## src/rtl/agu_pkg.sv

```systemverilog
package agu_pkg;

    parameter int ADDR_W = 16;
    parameter int NREG   = 8;
    localparam int IDX_W = $clog2(NREG);
    localparam int EXT_W = ADDR_W + 2;

    typedef logic [ADDR_W-1:0] addr_t;
    typedef logic [IDX_W-1:0]  ridx_t;

    typedef enum logic [2:0] {
        AM_POST_INC  = 3'd0,
        AM_POST_DEC  = 3'd1,
        AM_POST_ADDN = 3'd2,
        AM_POST_SUBN = 3'd3,
        AM_INDEX     = 3'd4,
        AM_PRE_DEC   = 3'd5,
        AM_PLAIN     = 3'd6,
        AM_PLAIN_ALT = 3'd7
    } amode_e;

    typedef enum logic [1:0] {
        WB_ADDR = 2'd0,
        WB_OFFS = 2'd1,
        WB_MODF = 2'd2,
        WB_NONE = 2'd3
    } wbank_e;

    typedef enum logic [1:0] {
        AR_LINEAR  = 2'd0,
        AR_MODULO  = 2'd1,
        AR_REVERSE = 2'd2
    } arith_e;

    typedef struct packed {
        addr_t mag;     // step magnitude
        logic  neg;     // subtract when set
        logic  commit;  // write result back to the pointer
        logic  ea_new;  // effective address is the moved value
    } step_t;

    function automatic addr_t bit_rev(input addr_t v);
        addr_t r;
        for (int i = 0; i < ADDR_W; i++) r[i] = v[ADDR_W-1-i];
        return r;
    endfunction

    // Ones at and below the highest set bit of v.
    function automatic addr_t low_smear(input addr_t v);
        addr_t m;
        m[ADDR_W-1] = v[ADDR_W-1];
        for (int i = ADDR_W-2; i >= 0; i--) m[i] = m[i+1] | v[i];
        return m;
    endfunction

    function automatic arith_e classify(input addr_t modf);
        if (modf == '0)              return AR_REVERSE;
        else if (modf[ADDR_W-1] == 1'b0) return AR_MODULO;
        else                         return AR_LINEAR;
    endfunction

endpackage

```

## src/rtl/agu_regfile.sv

```systemverilog
module agu_regfile
    import agu_pkg::*;
(
    input  logic                   clk,
    input  logic                   rst,
    input  logic                   wr_en,
    input  logic [1:0]             wr_bank,
    input  ridx_t                  wr_idx,
    input  addr_t                  wr_data,
    input  logic                   upd_en,
    input  ridx_t                  upd_idx,
    input  addr_t                  upd_val,
    output logic [NREG-1:0][ADDR_W-1:0] areg_q,
    output logic [NREG-1:0][ADDR_W-1:0] oreg_q,
    output logic [NREG-1:0][ADDR_W-1:0] mreg_q
);

    for (genvar g = 0; g < NREG; g++) begin : g_slot
        logic hit_w;
        logic hit_u;
        assign hit_w = wr_en && (wr_idx == ridx_t'(g));
        assign hit_u = upd_en && (upd_idx == ridx_t'(g));

        always_ff @(posedge clk) begin
            if (rst) begin
                areg_q[g] <= '0;
                oreg_q[g] <= '0;
                mreg_q[g] <= '1;
            end else begin
                if (hit_w && wbank_e'(wr_bank) == WB_ADDR) areg_q[g] <= wr_data;
                else if (hit_u)                            areg_q[g] <= upd_val;
                if (hit_w && wbank_e'(wr_bank) == WB_OFFS) oreg_q[g] <= wr_data;
                if (hit_w && wbank_e'(wr_bank) == WB_MODF) mreg_q[g] <= wr_data;
            end
        end
    end

endmodule

```

## src/rtl/agu_step_decode.sv

```systemverilog
module agu_step_decode
    import agu_pkg::*;
(
    input  logic [2:0] mode,
    input  addr_t      offs,
    output step_t      step
);

    always_comb begin
        step = '{mag: addr_t'(1), neg: 1'b0, commit: 1'b0, ea_new: 1'b0};
        unique case (amode_e'(mode))
            AM_POST_INC:  step.commit = 1'b1;
            AM_POST_DEC:  begin step.neg = 1'b1; step.commit = 1'b1; end
            AM_POST_ADDN: begin step.mag = offs; step.commit = 1'b1; end
            AM_POST_SUBN: begin step.mag = offs; step.neg = 1'b1; step.commit = 1'b1; end
            AM_INDEX:     begin step.mag = offs; step.ea_new = 1'b1; end
            AM_PRE_DEC:   begin step.neg = 1'b1; step.commit = 1'b1; step.ea_new = 1'b1; end
            AM_PLAIN, AM_PLAIN_ALT: ;
            default: ;
        endcase
    end

endmodule

```

## src/rtl/agu_arith.sv

```systemverilog
module agu_arith
    import agu_pkg::*;
(
    input  addr_t addr,
    input  addr_t mag,
    input  logic  neg,
    input  addr_t modf,
    output addr_t res
);

    arith_e kind;
    addr_t  lin_res, rev_res, mod_res;

    assign kind = classify(modf);

    // Linear
    assign lin_res = neg ? addr - mag : addr + mag;

    // Reverse carry: add in mirrored bit order
    addr_t rr, rs, rsum;
    assign rr      = bit_rev(addr);
    assign rs      = bit_rev(mag);
    assign rsum    = neg ? rr - rs : rr + rs;
    assign rev_res = bit_rev(rsum);

    // Modulo
    addr_t mask, base;
    logic signed [EXT_W-1:0] msize, off, t0, t1;
    assign mask  = low_smear(modf);
    assign base  = addr & ~mask;
    assign msize = EXT_W'({1'b0, modf}) + EXT_W'(1);
    assign off   = EXT_W'(addr & mask);
    assign t0    = neg ? off - EXT_W'(mag) : off + EXT_W'(mag);

    always_comb begin
        if (t0 < 0)           t1 = t0 + msize;
        else if (t0 >= msize) t1 = t0 - msize;
        else                  t1 = t0;
    end
    assign mod_res = base | (t1[ADDR_W-1:0] & mask);

    always_comb begin
        unique case (kind)
            AR_MODULO:  res = mod_res;
            AR_REVERSE: res = rev_res;
            default:    res = lin_res;
        endcase
    end

endmodule

```

## src/rtl/agu_top.sv

```systemverilog
module agu_top
    import agu_pkg::*;
(
    input  logic                    clk,
    input  logic                    rst,
    input  logic                    wr_en,
    input  logic [1:0]              wr_bank,
    input  logic [agu_pkg::IDX_W-1:0]  wr_idx,
    input  logic [agu_pkg::ADDR_W-1:0] wr_data,
    input  logic                    req_valid,
    input  logic [agu_pkg::IDX_W-1:0]  req_idx,
    input  logic [2:0]              req_mode,
    output logic [agu_pkg::ADDR_W-1:0] ea
);

    logic [NREG-1:0][ADDR_W-1:0] areg_q, oreg_q, mreg_q;
    addr_t cur_a, cur_n, cur_m, moved;
    step_t step;
    logic  upd_en;

    assign cur_a = areg_q[req_idx];
    assign cur_n = oreg_q[req_idx];
    assign cur_m = mreg_q[req_idx];

    agu_step_decode dec_i (
        .mode (req_mode),
        .offs (cur_n),
        .step (step)
    );

    agu_arith arith_i (
        .addr (cur_a),
        .mag  (step.mag),
        .neg  (step.neg),
        .modf (cur_m),
        .res  (moved)
    );

    assign upd_en = req_valid && step.commit;
    assign ea     = step.ea_new ? moved : cur_a;

    agu_regfile rf_i (
        .clk     (clk),
        .rst     (rst),
        .wr_en   (wr_en),
        .wr_bank (wr_bank),
        .wr_idx  (wr_idx),
        .wr_data (wr_data),
        .upd_en  (upd_en),
        .upd_idx (req_idx),
        .upd_val (moved),
        .areg_q  (areg_q),
        .oreg_q  (oreg_q),
        .mreg_q  (mreg_q)
    );

endmodule

```

## config.mk

```make
export PLATFORM = sky130hd
export DESIGN_NAME = agu_top
export DESIGN_NICKNAME = d
export VERILOG_FILES = /design/src/rtl/agu_pkg.sv /design/src/rtl/agu_regfile.sv /design/src/rtl/agu_step_decode.sv /design/src/rtl/agu_arith.sv /design/src/rtl/agu_top.sv
export SDC_FILE = /design/constraint.sdc
export NUM_CORES = 1
export LEC_CHECK = 0
export BUFFER_PORTS_ARGS = -buffer_cell sky130_fd_sc_hd__buf_2
export CORE_ASPECT_RATIO = 1.5
export CORE_MARGIN = 2
export CORE_UTILIZATION = 40
export CTS_CLUSTER_SIZE = 40
export DETAILED_ROUTE_END_ITERATION = 10
export PLACE_DENSITY_LB_ADDON = 0.25
export SLEW_MARGIN = 20
export SYNTH_ARGS = -nofsm -noshare
export SYNTH_HDL_FRONTEND = slang
export SYNTH_SLANG_ARGS = --single-unit
```

## constraint.sdc

```tcl
create_clock -name clk -period 11.6 [get_ports clk]
set_input_delay 1.74 -clock clk [delete_from_list [all_inputs] [get_ports clk]]
set_output_delay 1.74 -clock clk [all_outputs]
set_load 0.05 [all_outputs]
```

======== Yosys cells after proc, flatten, opt, wreduce, memory -nomap -nowiden ========
Cells that the tools add are included.
storage, ports and cells
  register bits after elaboration ......... 384
  memories kept ........................... 0
  bits in latches ......................... 0
  input port bits ......................... 31
  ROM bits ................................ 0
  output and inout bits ................... 16
  RAM bits ................................ 0
operators by class
  reductions and logical operators ........ 58
  bitwise operators ....................... 20
  magnitude comparators ................... 3
  $mul .................................... 0
  add/sub/neg operators ................... 9
  eq/ne operators ......................... 23
  divide/modulo/power cells ............... 0
  multiplexer cells ....................... 35
  shifts and indexed selects .............. 0
operators with widths
  operator                                              count
  2-to-1 mux 16 bit                                     25
  binary-select mux 16 bit (select 3 bit)               3
  adder 16 bit                                          3
  AND 16 bit                                            3
  subtractor 16 bit                                     3
  logical AND 1 bit                                     41
  case mux 16 bit (2 select lines)                      1
  == test 3 bit (second input constant)                 10
  adder 18 x 16 -> 18 bit                               1
  == test 3 x 2 -> 1 bit (second input constant)        6
  greater-or-equal comparator 18 bit                    1
  < comparator 18 x 1 -> 1 bit (second input constant)  1
  2-to-1 mux 18 bit                                     1
  subtractor 18 x 16 -> 18 bit                          1
  adder 16 x 1 -> 17 bit (second input constant)        1
  logical NOT 16 bit                                    1
  inverter 16 bit                                       1
  OR 16 bit                                             1
  nonzero test 2 bit                                    8
  OR 1 bit                                              15
  == test 3 x 1 -> 1 bit (second input constant)        3
  logical NOT 3 bit                                     3
  OR reduction 3 bit                                    2
  OR reduction 5 bit                                    1
  7 further kinds                                       12

======== Depth between registers and ports, before layout ========
Gate-level depths: netlist of the first run.
  word-level depth ........................ 28
  gate-level depth with buffers ........... 35
  mapped depth without buffers ............ 30

======== By module ========
From an unflattened synthesis of the first run, not the netlist that was laid out.
second synthesis, totals
  cells, all modules ...................... 2886
  area total of the unflattened synthesis .. 25658.4 um^2
modules (own cells, without submodules)
  module           cells each  seq. area each (um^2)  times used  area an instance (um^2)
  agu_regfile      1686        7687.4                 1           16248.1
  agu_arith        896         0.0                    1           5994.5
  agu_top          279         0.0                    1           3186.8
  agu_step_decode  25          0.0                    1           229.0

======== Worst setup path after synthesis of the first run ========
OpenSTA, ideal clock, no wires.
  kind .................................... input -> output
  start ................................... input port req_idx[0] in the netlist's numbering
  end ..................................... output port ea[3] in the netlist's numbering
  path slack .............................. 0.781 ns
  stages on the path ...................... 29
  arrival ................................. 9.079 ns
  required time ........................... 9.860 ns
  cells stage by stage .................... buf_6 > mux4_1 > mux2i_4 > nand4_4 > or3b_4 > buf_6 > or3_4 > or2b_1 > inv_1 > ha_1 > nor2b_1 > o311a_1 > nor3_1 > o311ai_0 > and3_1 > o21a_1 > or2_2 > ha_1 > clkbuf_1 > nor2b_1 > or2_2 > nor3_1 > and3_1 > o21ai_1 > a31oi_1 > mux2i_1 > o31ai_1 > a211oi_1 > a21oi_1
between the ends
  cells in the longest elaborated chain, start to end .. 27
  elaborated cells on any way between the ends .. 50
  those cells by class .................... add/sub (9); order compare (2); eq/ne (2); mux (16); bitwise (20); reduce/logical (1)
ends and longest elaborated chain
  element                                                                  RTL line         RTL
  from (decl)                                                              agu_top.sv:11    input logic [agu_pkg::IDX_W-1:0] req_idx,
  binary-select mux 16 bit (select 3 bit)                                  agu_top.sv:23    assign cur_m = mreg_q[req_idx];
  2-to-1 mux 16 bit (implied by the code)                                  agu_top.sv:23
  OR 1 bit (15 in a row)                                                   agu_pkg.sv:52    for (int i = ADDR_W-2; i >= 0; i--) m[i] = m[i+1] | v[i];
  AND 16 bit                                                               agu_arith.sv:32  assign off = EXT_W'(addr & mask);
  adder 18 x 16 -> 18 bit or subtractor 18 x 16 -> 18 bit (tied branches)  agu_arith.sv:33  assign t0 = neg ? off - EXT_W'(mag) : off + EXT_W'(mag);
  2-to-1 mux 18 bit                                                        agu_arith.sv:33
  subtractor 16 bit or greater-or-equal comparator 18 bit (tied branches)  agu_arith.sv:37  else if (t0 >= msize) t1 = t0 - msize;
  2-to-1 mux 16 bit                                                        agu_arith.sv:37
  2-to-1 mux 16 bit                                                        agu_arith.sv:36  if (t0 < 0) t1 = t0 + msize;
  AND 16 bit                                                               agu_arith.sv:40  assign mod_res = base | (t1[ADDR_W-1:0] & mask);
  OR 16 bit                                                                agu_arith.sv:40
  case mux 16 bit (2 select lines)                                         agu_arith.sv:43  unique case (kind)
  2-to-1 mux 16 bit *                                                      agu_top.sv:40    assign ea = step.ea_new ? moved : cur_a;
  to (decl)                                                                agu_top.sv:13    output logic [agu_pkg::ADDR_W-1:0] ea
Every way passes the cells marked *; elsewhere a longest branch is shown, timed or not. The select of a mux whose other input is x is not followed.

======== Worst setup path in the final report of the first run ========
  start ................................... input port req_idx[1] in the netlist's numbering
  end ..................................... output port ea[3] in the netlist's numbering
Same word-level chain as after synthesis.

==> results of run 1 <==
[registers in the layout, summed over array words and instances, names as in the netlist]
signal and cells:
rf_i.oreg_q 128, rf_i.mreg_q 128, rf_i.areg_q 128
[cell families (layout without fill, tap and decap cells)]
family / after synthesis / in the layout / synth area share (%)
simple gates: 1061 / 1061 / 21.50
compound gates: 797 / 797 / 22.34
flops: 384 / 384 / 31.70
buf+inv: 334 / 324 / 5.742
mux: 120 / 120 / 9.596
fa+ha+maj: 104 / 104 / 5.551
xor+xnor: 99 / 99 / 3.575
other cells: 0 / 2 / 0
[routing by layer]
layer,global-route usage (%),vias up
met5,0,-
met4,19.89,6
met3,4.787,298
met2,50.01,1054
met1,33.90,11020
li1,-,10400
[area by class of cell]
class,count,area [um^2]
fill,5969,33380
multi-input combinational,2181,15230
sequential,384,7687
timing repair buffer,155,1117
clock buffer,52,1072
tap,784,980.9
inverter,103,386.6
clock inverter,14,140.1
antenna,2,5.005
[per-stage QoR]
stage	instances	utilization [%]	area (um^2)	hold WS, ps
2_1_floorplan	2899	-	24250	431.5
3_3_place_gp	3605	42.25	25350	438.2
3_5_place_dp	3605	42.25	25350	444.5
4_1_cts	3671	44.27	26570	453.7
5_1_grt	3673	44.36	26620	469.0
6_report	3675	44.37	26620	454.5
[power by group through the flow]
stage,Combinational (W),Clock [W],Sequential (W)
final,0.000966,0.00124,0.00135
after global routing,0.00102,0.00130,0.00135
after CTS,0.000940,0.00126,0.00135
after detailed placement,0.000936,0,0.00138
after global placement,0.000937,0,0.00138
after floorplan,0.000623,0,0.00138
[synth_stat cells (all sizes together), types with 4 or more instances]
library cell  instances  area (um^2)
xor2                 24        210.2
o22ai                90        569.3
a21oi               226         1150
xnor2                75        656.9
nor3                 39        195.2
nor2                208        780.8
clkbuf              170        638.1
o21a                 12        90.09
ha                   98         1226
buf                  61        367.9
dfxtp               384         7687
mux4                 86         1948
nand3b               21        157.7
nand3                22        115.1
fa                    6        120.1
and2                 19        120.1
a31o                  4        43.80
a2111oi               4        35.03
o2111ai               4        41.29
or3                   6        42.54
o41ai                 4        35.03
a211oi               27        207.7
a211o               115         1007
and3                  8        50.05
nand4b               58        508.0
nor4                 43        287.8
a221o                 7        70.07
o31a                  6        52.55
nand4                 6        52.55
a31oi                22        150.1
a21o                 24        180.2
inv                 103        386.6
nand2               434         1629
o21ai               117        600.6
nand2b               40        250.2
o21bai                9        67.56
mux2i                26        289.0
o221ai               61        575.6
or2                   9        56.30
o211ai               15        112.6
nor2b               134        838.3
o31ai                15        112.6
mux2                  8        90.09
[timing repair]
item	CTS	global route
resized for setup	0	6
endpoints found under the setup margin	0	10
setup buffers	0	1
[worst reg2reg max path: stages (launching register included)]
cell,delay (ps)
dfxtp_1,310
mux4_1,540
mux2i_4,240
nand4_4,250
or3b_4,480
nor2_1,250
and2_1,200
nor2_1,70
ha_1,320
a2111o_1,440
o21a_1,240
a221o_1,320
a211oi_2,330
nor3_1,90
or2_2,320
ha_2,430
nor2b_1,80
or2_2,300
nor3_1,190
and3_1,240
o21a_1,320
nand2_1,190
o221ai_1,560
nand3b_1,650
nor2_1,250
o22ai_1,120
[worst min path at each step]
stage                                 from                to  slack [ps]  cells after the start
after detailed placement  rf_i.oreg_q[115]  rf_i.oreg_q[115]         440                      2
final                      rf_i.oreg_q[36]   rf_i.oreg_q[36]         450                      2
after CTS                 rf_i.oreg_q[115]  rf_i.oreg_q[115]         450                      2
after global routing       rf_i.oreg_q[26]   rf_i.oreg_q[26]         470                      2
after floorplan            rf_i.oreg_q[23]   rf_i.oreg_q[23]         430                      2
after global placement     rf_i.oreg_q[24]   rf_i.oreg_q[24]         440                      2
==> out/qor.yml, run 1 <==
status:
  status: "finished, final reports clean"
sta:
  finalHoldViolations: 0
  fmax_mhz: 89.03
  post-route-period-util_pct: 96.83
  worstMarginPinSlew_ps: 1145
  slew_viol_final: 0
  grt_setup_unrepaired: "false"
  setup_viol: 0
  skew_ps: 18.33
  fin_ws_ps: 368.1
  min_period_ps: 11230
  fin_setup_tns_ps: 0
  relSlewSlack_pct: 23.70
pwr:
  switchingPower_w: 0.001192
  leakage_nw: 9.604
  pwr-share-clk_pct: 34.8
  switching_share_pct: 33.52
  share_seq_of_total_power_pct: 38.1
  design_power_total_w: 0.003556
  p_int_w: 0.002364
  vdd_drop_max_mv: 0.1110
  pwr-share-comb_pct: 27.2
  p_per_area_mw_per_mm2: 133.6
grt:
  grt_pass1_vias: 22830
  grt_overflow: 0
  grt_pass1_wl_mm: 140.4
  antenna_found_initial: 5
  grt_max_degree: 134
  track_usage_pct: 29.51
floorplan:
  coreArea_mm2: 0.06001
  start_util_pct: 40.42
  io_pins: 47
  die_width_um: 205.1
  fp.dieArea_mm2: 0.06266
  die-height_um: 305.6
  rows: 110
critical_path:
  worstSetupPathType: "input pin to primary output"
  slowest_stage: "or3b_4"
  r2r-end: "rf_i.areg_q[124]"
  crit_fanout: 38
  reg2regPathDepth: 25
  crit_required_ps: 9860
  end_kind: "primary output"
  r2r_slack_ps: 3670
  crit_family: "simple AND/OR/NAND/NOR gates"
  endpoint: "ea[3]"
  rr_startpoint: "rf_i.mreg_q[91]"
  arrival_ps: 9490
  crit_path_frequent_cell: "buf_4"
  start_kind: "input pin"
  cp.depth: 30
  worst-path-buf-inv: 5
  cpPeakStageDelay_ps: 470
  crit_start: "req_idx[1]"
detailed_routing:
  met2_length_mm: 45.38
  viasPerCell: 6.199
  drt_iter0_drc: 2124
  drcViolationCount: 0
  routed_wl_mm: 93.80
  top_layer: "met5"
  first_pass_iters: 6
  vias: 22780
  wl_met1_mm: 34.34
  drtAntennaViolNets: 0
  met3_length_mm: 6.868
  wl_per_cell_um: 25.52
worst_hold_path:
  hp-class: "flip-flop to flip-flop"
synth:
  syn_inst: 2899
  yosys_register_bits: 384
  synth_cell_types: 92
  ys_async_sr_fraction_pct: 0
  yosysWarningCount: 0
  synth_fp_nets: 3034
  syn_area_per_cell_um2: 8.366
  synth_edf_count: 0
  synth_top_flop_cell: "dfxtp_1"
  syn_area_mm2: 0.02425
  seq_area_frac_synth_pct: 31.70
clock_tree:
  numCtsBuffers: 36
  clock_tree.root_cell: "clkbuf_16"
  htree_levels: 2
  cts_sinks: 384
  path_clk_slew_ps: 70
  cts.path.max_buffers: 3
  postCtsHoldBufs: 0
  worstSkewPairLatency_ps: 550
  cts_tree: "yes"
place:
  detailed_place_hpwl_mm: 66.49
  port_buffers: 46
  gp_congestion: 1.005
  post-place-ws_ps: 123.8
final_layout:
  final_cell_mix: "nand2_1, dfxtp_1, a21oi_1, nor2_1, nor2b_1"
  mostFrequentLayoutCell: "nand2_1"
  synthToLayoutAreaGrowth_pct: 9.776
  finalNetCount: 2996
  drive_gt1_share_pct: 12.63
job:
  maxCapViolCount: 0
Power figures use the tool's default switching activity.
==> inputs of run 2 (changes only) <==
- BUFFER_PORTS_ARGS: -buffer_cell sky130_fd_sc_hd__buf_2 -> default
- DONT_BUFFER_PORTS: default -> 1
==> run 2 against run 1 <==
  * Final cell count shrank 0.76%
  * First-iteration DRC count grew 8.9%
  * Sequential power is essentially flat
  * Cell area shrank 0.55%
  * Register-to-register slack lost 410 ps
  * Highest routed layer is now met4
==> out/qor.yml, run 2 (synthesized netlist as in run 1, its figures left out) <==
critical_path:
  cpPeakStageDelay_ps: 710
  crit_path_frequent_cell: "buf_4"
  slowest_stage: "nor4b_4"
  worst-path-buf-inv: 6
  start_kind: "input pin"
  end_kind: "primary output"
  worstSetupPathType: "input pin to primary output"
  crit_fanout: 124
  arrival_ps: 9470
  crit_required_ps: 9860
  crit_family: "compound AO/OA/AOI/OAI gates"
floorplan:
  die-height_um: 305.6
  start_util_pct: 40.42
  die_width_um: 205.1
  io_pins: 47
  rows: 110
  coreArea_mm2: 0.06001
  fp.dieArea_mm2: 0.06266
place:
  post-place-ws_ps: 811.6
  gp_congestion: 0.9837
  detailed_place_hpwl_mm: 65.45
  port_buffers: 0
  placedInstanceArea_mm2: 0.02526
clock_tree:
  htree_levels: 2
  cts.path.max_buffers: 3
  cts_tree: "yes"
  clock_tree.root_cell: "clkbuf_16"
  cts_sinks: 384
  post_cts_buffers: 0
  postCtsResizedCells: 0
  worstSkewPairLatency_ps: 570
  numCtsBuffers: 37
  postCtsHoldBufs: 0
  path_clk_slew_ps: 60
job:
  maxCapViolCount: 0
sta:
  slew_viol_final: 0
  grt_setup_unrepaired: "false"
  relSlewSlack_pct: 18.12
  fin_ws_ps: 390.7
  finalHoldViolations: 0
  setup_viol: 0
  worstMarginPinSlew_ps: 1194
  fmax_mhz: 89.21
  skew_ps: 36.34
  fin_setup_tns_ps: 0
  min_period_ps: 11210
  post-route-period-util_pct: 96.63
detailed_routing:
  drcViolationCount: 0
  viasPerCell: 6.288
  drt_iter0_drc: 2314
  vias: 22930
  routed_wl_mm: 93.99
  drtAntennaViolNets: 0
  first_pass_iters: 8
  wl_per_cell_um: 25.77
grt:
  grt_max_degree: 351
  grt_pass1_vias: 22360
  grt_overflow: 0
  antenna_found_initial: 1
  track_usage_pct: 29.38
  grt_pass1_wl_mm: 139.1
pwr:
  switching_share_pct: 32.68
  share_seq_of_total_power_pct: 38.2
  pwr-share-clk_pct: 35.0
  p_int_w: 0.002384
  vdd_drop_max_mv: 0.08032
  pwr-share-comb_pct: 26.8
  leakage_nw: 9.480
  p_per_area_mw_per_mm2: 133.8
  switchingPower_w: 0.001158
final_layout:
  drive_gt1_share_pct: 11.74
  synthToLayoutAreaGrowth_pct: 9.173
  finalNetCount: 2973
  final_cell_mix: "nand2_1, dfxtp_1, a21oi_1, nor2_1, nor2b_1"
  fin_area_mm2: 0.02648
  reg_top3: "rf_i.areg_q: 128 flops, rf_i.mreg_q: 128 flops, rf_i.oreg_q: 128 flops"
  mostFrequentLayoutCell: "nand2_1"
worst_hold_path:
  hp-class: "flip-flop to flip-flop"
status:
  status: "finished, final reports clean"
[run 2: worst min-delay path, cell delays in order (launching register included)]
cell	delay, ps
dfxtp_1	300
nand2_1	50
a21oi_1	50
[run 2: cell type report]
class	count	area, um^2
fillers	5967	33530
multi-input cells	2181	15220
flip-flops and latches	384	7687
clock buffers	52	1094
repair buffers	131	983.4
well taps	784	980.9
inverters	103	386.6
clock inverters	11	122.6
diodes	1	2.502
[run 2: per-stage QoR]
stage / total power (W) / utilization, % / cells / hold WS [ps]
global route: 0.003663 / 44.12 / 3646 / 463.6
CTS: 0.003532 / 44.12 / 3646 / 451.6
floorplan: 0.002002 / - / 2899 / 431.5
finish: 0.003542 / 44.12 / 3647 / 451.5
detailed placement: 0.002302 / 42.09 / 3583 / 443.3
global placement: 0.002304 / 42.09 / 3583 / 438.3
[run 2: path summary, 6_finish.rpt]
path,from,to,slack (ps),cells after the start
setup / recovery,req_idx[1],ea[1],390,35
hold / removal,rf_i.oreg_q[99],rf_i.oreg_q[99],450,2
setup reg to reg,rf_i.mreg_q[102],rf_i.areg_q[92],3260,32
hold reg to reg,rf_i.oreg_q[99],rf_i.oreg_q[99],450,2
[run 2: per-layer routing]
layer / share of wire [%] / global-route usage [%]
met5: 0 / 0
met4: 8.6 / 22.22
met3: 7.5 / 5.021
met2: 48 / 49.34
met1: 36 / 33.03
[run 2: power groups by stage]
stage          clock network [W]  registers [W]  logic (W)
2_1_floorplan                  0        0.00138   0.000623
3_3_place_gp                   0        0.00138   0.000923
3_5_place_dp                   0        0.00138   0.000920
4_1_cts                  0.00125        0.00135   0.000926
5_1_grt                  0.00131        0.00135   0.000999
6_report                 0.00124        0.00135   0.000950
